### config.mk
export PLATFORM = sky130hd
export DESIGN_NAME = cascade_pwm
export DESIGN_NICKNAME = d
export VERILOG_FILES = /design/src/rtl/cascade_pwm_pkg.sv /design/src/rtl/tick_divider.sv /design/src/rtl/pwm_channel.sv /design/src/rtl/edge_tick.sv /design/src/rtl/cascade_pwm.sv
export SDC_FILE = /design/constraint.sdc
export NUM_CORES = 1
export LEC_CHECK = 0
export CAP_MARGIN = 30
export CORE_MARGIN = 1.5
export CORE_UTILIZATION = 45
export CTS_BUF_LIST = sky130_fd_sc_hd__clkbuf_16
export DETAILED_ROUTE_END_ITERATION = 12
export PLACE_DENSITY = 0.71
export SLEW_MARGIN = 40
export SYNTH_ARGS = -nofsm -noshare
export SYNTH_HDL_FRONTEND = slang
export SYNTH_HIERARCHICAL = 1
export SYNTH_SLANG_ARGS = --single-unit
### constraint.sdc
create_clock -name clk -period 4.7 [get_ports clk]
set_input_delay 0.47 -clock clk [delete_from_list [all_inputs] [get_ports clk]]
set_output_delay 0.47 -clock clk [all_outputs]
set_load 0.02 [all_outputs]
### src/rtl/cascade_pwm_pkg.sv
// Package: shared widths and the divider select encoding for the cascaded
// pulse generator. Assumes 8-bit channels and a 2-bit divider select.
package cascade_pwm_pkg;
    localparam int CH_W      = 8;
    localparam int DIV_SEL_W = 2;

    typedef enum logic [DIV_SEL_W-1:0] {
        DIV_BY_1 = 2'd0,
        DIV_BY_2 = 2'd1,
        DIV_BY_4 = 2'd2,
        DIV_BY_8 = 2'd3
    } div_sel_e;
endpackage

### src/rtl/tick_divider.sv
// Module: tick_divider
// Produces a one-cycle tick every 2^sel system clocks from a free-running
// counter. Assumes sel changes rarely; a change takes effect on the next
// counter alignment.
module tick_divider #(
    parameter int SEL_W = 2
) (
    input  logic             clk,
    input  logic             rst_n,
    input  logic [SEL_W-1:0] sel,
    output logic             tick_o
);
    localparam int MAX_LOG = (1 << SEL_W) - 1;
    localparam int CNT_W   = (MAX_LOG > 0) ? MAX_LOG : 1;

    logic [CNT_W-1:0] div_cnt;
    logic [CNT_W-1:0] mask;
    logic             tick_q;

    // Build the low-bit mask selected by sel.
    always_comb begin
        for (int i = 0; i < CNT_W; i++) begin
            mask[i] = (i < int'(sel));
        end
    end

    // Free-running counter and registered tick when masked bits are all ones.
    always_ff @(posedge clk) begin
        if (!rst_n) begin
            div_cnt <= '0;
            tick_q  <= 1'b0;
        end else begin
            div_cnt <= div_cnt + 1'b1;
            tick_q  <= ((div_cnt & mask) == mask);
        end
    end

    assign tick_o = tick_q;

    // with divide-by-one held, a tick is present on every cycle after reset.
    assert_div1_every_cycle_R3: assert property (@(posedge clk) disable iff (!rst_n)
        (sel == '0 && $past(sel) == '0 && $past(rst_n)) |-> tick_o);
endmodule

### src/rtl/pwm_channel.sv
// Module: pwm_channel
// One down-counting pulse channel. On enable it captures cycle and duty,
// then counts one step per tick and reloads after the tick at count 1.
// The raw output is high while the count is at or below the captured duty.
// Assumes tick is a single-cycle strobe in the clk domain.
module pwm_channel #(
    parameter int W = 8
) (
    input  logic         clk,
    input  logic         rst_n,
    input  logic         tick,
    input  logic         en,
    input  logic [W-1:0] cycle,
    input  logic [W-1:0] duty,
    output logic         raw_o
);
    logic         run;
    logic [W-1:0] cnt;
    logic [W-1:0] duty_q;

    // Start, count, reload and stop sequencing of the channel.
    always_ff @(posedge clk) begin
        if (!rst_n) begin
            run    <= 1'b0;
            cnt    <= '0;
            duty_q <= '0;
        end else if (!en) begin
            run <= 1'b0;
        end else if (!run) begin
            run    <= 1'b1;
            cnt    <= cycle;
            duty_q <= duty;
        end else if (tick) begin
            if (cnt <= W'(1)) begin
                cnt    <= cycle;
                duty_q <= duty;
            end else begin
                cnt <= cnt - W'(1);
            end
        end
    end

    // Duty compare against the captured duty value.
    always_comb begin
        raw_o = run && (duty_q != '0) && (cnt <= duty_q);
    end

    // a low enable forces the raw output low on the next cycle.
    assert_stop_forces_low_R5: assert property (@(posedge clk) disable iff (!rst_n)
        !en |=> !raw_o);

    // without a tick the running count holds its value.
    assert_hold_without_tick_R7: assert property (@(posedge clk) disable iff (!rst_n)
        (run && en && !tick) |=> $stable(cnt));

    // a tick above count 1 steps the count down by exactly one.
    assert_step_down_R2: assert property (@(posedge clk) disable iff (!rst_n)
        (run && en && tick && cnt > W'(1)) |=> (cnt == $past(cnt) - W'(1)));
endmodule

### src/rtl/edge_tick.sv
// Module: edge_tick
// Turns every rising and falling edge of a level into a one-cycle tick,
// using a registered copy of the level. Assumes the level is synchronous
// to clk; the copy resets low, matching an idle channel.
module edge_tick (
    input  logic clk,
    input  logic rst_n,
    input  logic level_i,
    output logic tick_o
);
    logic prev_q;

    // Hold last cycle's level for comparison.
    always_ff @(posedge clk) begin
        if (!rst_n) begin
            prev_q <= 1'b0;
        end else begin
            prev_q <= level_i;
        end
    end

    assign tick_o = level_i ^ prev_q;
endmodule

### src/rtl/cascade_pwm.sv
// Module: cascade_pwm
// Top of the cascaded pulse generator: divider -> prescaler channel ->
// edge tick -> output channel. Pins apply polarity to each raw waveform.
// Assumes all inputs are synchronous to clk.
module cascade_pwm
    import cascade_pwm_pkg::*;
#(
    parameter int W     = CH_W,
    parameter int SEL_W = DIV_SEL_W
) (
    input  logic             clk,
    input  logic             rst_n,
    input  logic [SEL_W-1:0] div_sel,
    input  logic             pre_en,
    input  logic             pre_inv,
    input  logic [W-1:0]     pre_cycle,
    input  logic [W-1:0]     pre_duty,
    input  logic             out_en,
    input  logic             out_inv,
    input  logic [W-1:0]     out_cycle,
    input  logic [W-1:0]     out_duty,
    output logic             pre_pin,
    output logic             out_pin
);
    logic pre_tick;
    logic pre_raw;
    logic out_tick;
    logic out_raw;

    tick_divider #(.SEL_W(SEL_W)) u_div (
        .clk    (clk),
        .rst_n  (rst_n),
        .sel    (div_sel),
        .tick_o (pre_tick)
    );

    pwm_channel #(.W(W)) u_pre (
        .clk   (clk),
        .rst_n (rst_n),
        .tick  (pre_tick),
        .en    (pre_en),
        .cycle (pre_cycle),
        .duty  (pre_duty),
        .raw_o (pre_raw)
    );

    edge_tick u_edge (
        .clk     (clk),
        .rst_n   (rst_n),
        .level_i (pre_raw),
        .tick_o  (out_tick)
    );

    pwm_channel #(.W(W)) u_out (
        .clk   (clk),
        .rst_n (rst_n),
        .tick  (out_tick),
        .en    (out_en),
        .cycle (out_cycle),
        .duty  (out_duty),
        .raw_o (out_raw)
    );

    // Polarity stage for both pins.
    always_comb begin
        pre_pin = pre_raw ^ pre_inv;
        out_pin = out_raw ^ out_inv;
    end

    // once the prescaler has been off for two cycles, no output tick occurs.
    assert_stall_when_pre_off_R7: assert property (@(posedge clk) disable iff (!rst_n)
        (!pre_en && $past(!pre_en) && $past(!pre_en, 2)) |-> !out_tick);
endmodule

==> summary.md, run 1 <==
| Metric | Value |
|---|---|
| Global-route usage over all layers | `a little over a fifth` |
| Warnings from Yosys | `6` |
| Half-perimeter wire length after detailed placement | `~4200 um` |
| Pin count of the biggest net entering global routing | `39` |
| Skew-Pair Late Insertion Delay | `roughly 0.28 ns` |
| Stage delay of the slowest cell on the critical path | `between 0.6 and 0.7 ns` |
| Fraction of synthesis flops using an asynchronous set or reset pin | `0%` |
| Die height | `77.2 um` |
| Type of the most critical hold path | `flop to flop` |
| Flip-flop cell with the highest count after synthesis | `sky130_fd_sc_hd__dfxtp_1` |
| Overflow after GRT | `0` |
| Footprint of the flip-flops and latches | `781 um2` |
| Drt total wl | `5880 um` |
| Crit path max fanout | `3` |
| Area leader, netlist | `sky130_fd_sc_hd__dfxtp_1` |
| Required time of the critical path | `4.23 ns` |
| H-tree depth | `2` |
| Setup fix buffers added after clock tree synthesis | `0` |
| Final number of max-transition violations | `0` |
| Number of cell instances on the worst register-to-register path | `11` |
| Final critical-path required period | `3.20 ns` |
| Worst Path Class, Setup | `flop to primary output` |
| Number of nets in the synthesized netlist | `between 300 and 400` |
| Kind of capture point of the worst setup path | `primary output` |
| Post-synthesis instance area | `between 0.002 and 0.0025 mm2` |
| Number of distinct library cells after synthesis | `55` |
| DR WL/cell | `between 10 and 15 um` |
| Top cell type's share of synthesized area | `about a third` |
| Clock tree from TritonCTS | `done` |
| Depth of the worst hold-timing path | `1` |
| Worst Tran Pin Value | `approximately 0.73 ns` |
| Share of cells above drive strength 1 | `under 10%` |
| Placed cell area | `between 0.002 and 0.003 mm2` |
| Total Power Consumption | `a little over 1 mW` |
| Total Negative Setup Slacks | `0 ns` |
| Number of flip-flops and latches in the synthesized netlist | `39` |
| WP data arrival | `about 2.7 ns` |
| # IOs | `42` |
| Power per Cell Area | `331 mW/mm2` |
| Global routing usage on met1 | `~29%` |
| Average via count per standard cell | `5.63` |
| Reported max-cap violation count | `0` |
| Post-Syn Area per Cell | `between 8 and 9 um2` |
| Number of synthesized flops with an enable pin | `0` |
| Number of sinks handled by clock tree synthesis | `39` |
| Vias after detailed routing | `approximately 2300` |
| Clk Tree Root Cell | `sky130_fd_sc_hd__clkbuf_16` |
| Critical-path cell list | `inv_1 > ha_1 > nand4_1 > nor3_1 > nor2_1 > a211oi_1 > xor2_1 > clkdlybuf4s50_1` |
| Routability congestion estimate | `0.907` |
| Total clock buffers created by CTS | `5` |
| Placeable core area | `between 0.005 and 0.006 mm2` |
| Post-route cell area | `0.00309 mm2` |
| Quantity of I/O buffers inserted on ports | `41` |
| Met3 Resource Use GR | `about 5.2%` |
| Initial standard-cell utilization of the core | `around 48%` |
| Detailed Routing Iterations Pass 1 | `4` |
| Antenna Nets Post-Route | `0` |
| Number of rows created at floorplan | `26` |
| Run status | `completed` |
| Share of the clock period used by the worst path | `between 60% and 70%` |
| Highest-utilization routing layer at the global route stage | `met2` |
| Synthesized instance count | `300` |
| Clock input transition at the sequential cells of the worst setup and hold paths | `0.06 ns` |
| Maximum frequency from static timing analysis | `approximately 0.31 GHz` |
| Number of inserted filler cells in the final layout | `486` |
| Reg2reg end | `u_out/duty_q[7]` |
| Final core area utilization | `between 50% and 60%` |
| Layout net count | `approximately 400` |
| Combined area of the multi-input logic cells | `approximately 0.0015 mm2` |
| Total setup violations reported at the end of the flow | `0` |
| Share of the yosys chip area belonging to registers | `a little under a third` |
| Area growth from synthesis to layout | `24.6%` |
| Worst VDD drop | `~0.00018 V` |
| Clk_skew | `approximately 0.0059 ns` |
| Critical hold path startpoint | `u_div/div_cnt[0]` |
| Sort of element at the start of the critical path | `flop` |
| Count of unresolved DRC violations after routing | `0` |
| Hold Fails Final Rpt | `0` |
| Largest cells by area after synthesis | `sky130_fd_sc_hd__dfxtp_1, sky130_fd_sc_hd__ha_1, sky130_fd_sc_hd__nand2_1` |
| Count of cells resized by post-cts repair | `0` |
| Reg2Reg Launch Point | `u_pre/duty_q[7]` |
| Static Leakage | `around 1.2 nW` |
| Met2 global-route usage | `roughly a third` |
| Count leader, synth | `sky130_fd_sc_hd__dfxtp_1` |
| Initial DRC Count | `222` |
| Slew HR | `50.9%` |
| Die Area | `a little under 0.006 mm2` |
| Synth top cells by count | `sky130_fd_sc_hd__dfxtp_1, sky130_fd_sc_hd__nand2_1, sky130_fd_sc_hd__inv_1` |
| Number of buffers inserted for hold repair after clock tree synthesis | `0` |
| Initial antenna violation count | `0` |
| Wire length of the first global-routing pass | `around 10000 um` |
| Clock Tree Buf Depth | `2` |
| Vias in the first global route | `2181` |
| Slowest cell on the critical path | `sky130_fd_sc_hd__clkdlybuf4s50_1` |
| Antenna Cells | `0` |
| RSZ-0062 raised after global routing | `false` |
| Endpoint, Worst Hold | `u_div/div_cnt[0]` |
| Post-Route Hold Slack | `between 0.4 and 0.5 ns` |
| Chip width | `between 70 and 80 um` |
| Worst reg2reg setup slack | `approximately 1.6 ns` |
[how the worst max path moves through the flow]
stage                          startpoint           end  slack [ns]  cells past startpoint
after global routing      u_pre/duty_q[7]       pre_pin        1.29                      8
final                     u_pre/duty_q[7]       pre_pin        1.50                      8
after floorplan           u_pre/duty_q[7]  u_out/cnt[3]        2.00                     13
after detailed placement  u_pre/duty_q[7]  u_out/cnt[4]        1.62                     11
after CTS                 u_pre/duty_q[7]       pre_pin        1.44                      8
after global placement    u_pre/duty_q[7]  u_out/cnt[4]        1.78                     11
[critical path, delay by kind of cell, from the launching register on]
kind,cells,cell delay [ns]
AOI/OAI and AO/OA,1,0.44
xor gates and xnor gates,1,0.22
adders and majority gates,1,0.31
buffers and inverters,2,0.69
DFF,1,0.32
and+or+nand+nor,3,0.45
[power by group]
group          switching (mW)  internal, mW  leakage (nW)  total (mW)
Combinational           0.131         0.126         0.803       0.257
Sequential             0.0309         0.357         0.321       0.388
Clock                   0.131         0.247        0.0812       0.378
[area by class of cell]
type,instances,area share (%)
well taps,70,2.84
clock buffers,5,4.05
clock inverters,3,1.26
inverters,26,3.16
flip-flops and latches,39,25.3
repair buffers,43,13.8
multi-input cells,221,49.7
[placed cells by master, fill, tap and decap left out, types with 7 or more instances in the layout]
| cell | n |
|---|---|
| sky130_fd_sc_hd__mux2i_1 | 11 |
| sky130_fd_sc_hd__inv_1 | 26 |
| sky130_fd_sc_hd__nand3_1 | 15 |
| sky130_fd_sc_hd__clkdlybuf4s50_1 | 41 |
| sky130_fd_sc_hd__nand2_1 | 33 |
| sky130_fd_sc_hd__nand2b_1 | 8 |
| sky130_fd_sc_hd__dfxtp_1 | 39 |
| sky130_fd_sc_hd__a21oi_1 | 21 |
| sky130_fd_sc_hd__ha_1 | 21 |
| sky130_fd_sc_hd__o21ai_1 | 11 |
| sky130_fd_sc_hd__nand4_1 | 8 |
| sky130_fd_sc_hd__and2_1 | 7 |
[state kept, by name, summed over array words and instances, names as in the netlist, 3 cells and up]
name / cells
u_div/div_cnt: 3
u_out/cnt: 8
u_out/duty_q: 8
u_pre/cnt: 8
u_pre/duty_q: 8
[per-stage QoR]
stage	setup slack [ns]	instances
finish	1.50	407
global route	1.29	407
CTS	1.44	406
detailed placement	1.62	398
global placement	1.78	398
floorplan	2.00	300
[routing by layer]
layer / vias up / part of all wire [%]
li1: 1169 / -
met1: 1053 / 49
met2: 60 / 44
met3: 8 / 5.7
met4: 0 / 1.3
met5: - / 0
[cell families after synthesis]
kind of cell	share of synthesized area, %
compound gates	22.6
xor+xnor	1.41
fa+ha+maj	10.6
buf+inv	6.66
flops	31.5
mux	4.44
simple gates	22.9
Note: power is estimated with default switching activity, not from simulation.
==> run 2: changes to the inputs <==
==> constraint.sdc (replaced) <==
create_clock -name clk -period 3.1 [get_ports clk]
set_input_delay 0.31 -clock clk [delete_from_list [all_inputs] [get_ports clk]]
set_output_delay 0.31 -clock clk [all_outputs]
set_load 0.02 [all_outputs]
==> run 2 against run 1 <==
Against the previous run: count of clock-buffer cells in the layout unchanged; non-clock buffer count grew 3; hold slack worse by 0.010 ns; setup slack lost 1.2 ns; clock skew decreased by 0.00096 ns; die area unchanged; sequential share of layout area fell by 0.25 points; core utilization up 0.60 points; power increased by 52%; critical path depth unchanged; highest routed layer unchanged; combinational power grew 58%; global-route usage is 0.35 points lower.
==> summary.md, run 2 (synthesis gave the netlist of run 1 again) <==
| Metric | Value |
|---|---|
| Worst VDD drop | `0.000447 V` |
| Initial DRC Count | `180` |
| Final critical-path required period | `roughly 2.8 ns` |
| Die Area | `0.00597 mm2` |
| Total Negative Setup Slacks | `0 ns` |
| Clk Tree Root Cell | `sky130_fd_sc_hd__clkbuf_16` |
| Static Leakage | `approximately 1.2 nW` |
| Vias in the first global route | `roughly 2100` |
| Setup fix buffers added after clock tree synthesis | `0` |
| Count of unresolved DRC violations after routing | `0` |
| Power per Cell Area | `approximately 500 mW/mm2` |
| Most frequent standard cell in the layout excluding fill and tap cells | `sky130_fd_sc_hd__clkdlybuf4s50_1` |
| Initial standard-cell utilization of the core | `a little under half` |
| RSZ-0062 raised after global routing | `false` |
| Hold Fails Final Rpt | `0` |
| H-tree depth | `2` |
| Highest-count cells in the layout ignoring fill and taps | `sky130_fd_sc_hd__clkdlybuf4s50_1, sky130_fd_sc_hd__dfxtp_1, sky130_fd_sc_hd__nand2_1` |
| Vias after detailed routing | `2284` |
| # IOs | `42` |
| Detailed Routing Iterations Pass 1 | `4` |
| Type of the most critical hold path | `flop to flop` |
| Half-perimeter wire length after detailed placement | `around 4300 um` |
| Total setup violations reported at the end of the flow | `0` |
| Routability congestion estimate | `0.881` |
| Post-Place Setup Slack | `~0.23 ns` |
| Quantity of I/O buffers inserted on ports | `41` |
| WP data arrival | `about 2.5 ns` |
| Clock tree from TritonCTS | `done` |
| Number of sinks handled by clock tree synthesis | `39` |
| Drt total wl | `about 5800 um` |
| Clock input transition at the sequential cells of the worst setup and hold paths | `about 0.05 ns` |
| Clock Tree Buf Depth | `2` |
| Kind of capture point of the worst setup path | `primary output` |
| Total clock buffers created by CTS | `5` |
| Final core area utilization | `roughly three fifths` |
| Total Power Consumption | `1.55 mW` |
| Average via count per standard cell | `~5.6` |
| Number of buffers inserted for hold repair after clock tree synthesis | `0` |
| Area growth from synthesis to layout | `25.8%` |
| Antenna Nets Post-Route | `0` |
| Placed cell area | `0.00294 mm2` |
| Maximum frequency from static timing analysis | `0.352 GHz` |
| Wire length of the first global-routing pass | `9930 um` |
| Global-route usage over all layers | `between 20% and 30%` |
| Worst setup margin | `~0.26 ns` |
| Count of cells resized by post-cts repair | `0` |
| Required time of the critical path | `approximately 2.8 ns` |
| Run status | `completed` |
| Share of cells above drive strength 1 | `under 10%` |
| Layout net count | `400` |
| Pin count of the biggest net entering global routing | `38` |
| Sort of element at the start of the critical path | `flop` |
| Share of the clock period used by the worst path | `91.8%` |
| Placeable core area | `about 0.0052 mm2` |
| Antenna Cells | `0` |
| Worst Tran Pin Value | `0.755 ns` |
| Overflow after GRT | `0` |
| Skew-Pair Late Insertion Delay | `about 0.28 ns` |
| Chip width | `roughly 77 um` |
| Reported max-cap violation count | `0` |
| Post-route cell area | `approximately 0.0031 mm2` |
| Number of rows created at floorplan | `26` |
| Die height | `77.2 um` |
| Initial antenna violation count | `0` |
| Slew HR | `between 40% and 50%` |
| Worst Path Class, Setup | `flop to primary output` |
| DR WL/cell | `between 10 and 15 um` |
| Clk_skew | `0.00498 ns` |
| Crit path max fanout | `3` |
| Final number of max-transition violations | `0` |
[run 2: through the flow]
| step | hold slack [ns] | cells |
|---|---|---|
| floorplan | 0.397 | 300 |
| global placement | 0.444 | 401 |
| detailed placement | 0.456 | 401 |
| CTS | 0.465 | 408 |
| global route | 0.478 | 409 |
| finish | 0.460 | 409 |
[run 2: cell type report]
type	instances	area [um2]
sequential	39	781
multi-input combinational	221	1550
clock buffer	5	125
timing repair buffer	46	450
tap	70	87.6
inverter	26	97.6
clock inverter	2	33.8
fill	472	2080
[run 2: critical path, stage by stage (launching register included)]
cell and delay, ns:
sky130_fd_sc_hd__dfxtp_1 0.35, sky130_fd_sc_hd__inv_1 0.05, sky130_fd_sc_hd__ha_1 0.28, sky130_fd_sc_hd__nor2b_1 0.14, sky130_fd_sc_hd__o211ai_1 0.16, sky130_fd_sc_hd__a21oi_1 0.10
sky130_fd_sc_hd__a2111oi_2 0.38, sky130_fd_sc_hd__xor2_1 0.18, sky130_fd_sc_hd__clkdlybuf4s50_1 0.62
[run 2: worst paths after layout]
path / start / endpoint / slack (ns) / cells after the start
worst min register to register: u_div/div_cnt[0] / u_div/div_cnt[0] / 0.46 / 1
worst min-delay path: u_div/div_cnt[0] / u_div/div_cnt[0] / 0.46 / 1
worst max-delay path: u_out/duty_q[1] / out_pin / 0.26 / 8
worst max register to register: u_pre/cnt[5] / u_out/cnt[4] / 0.29 / 10
[run 2: power by group]
part	internal [mW]	total (mW)	switching [mW]
clock network	0.372	0.561	0.189
registers	0.541	0.586	0.0443
logic	0.196	0.406	0.210
total	1.11	1.55	0.443
[run 2: metal layers]
layer | global-route usage, % | wire [um] | share of wire [%] | vias to the layer above
li1 | - | - | - | 1174
met1 | 29.6 | 2880 | 49 | 1042
met2 | 30.6 | 2560 | 44 | 62
met3 | 4.64 | 296 | 5.1 | 6
met4 | 6.55 | 80 | 1.4 | 0
met5 | 0 | 0 | 0 | -
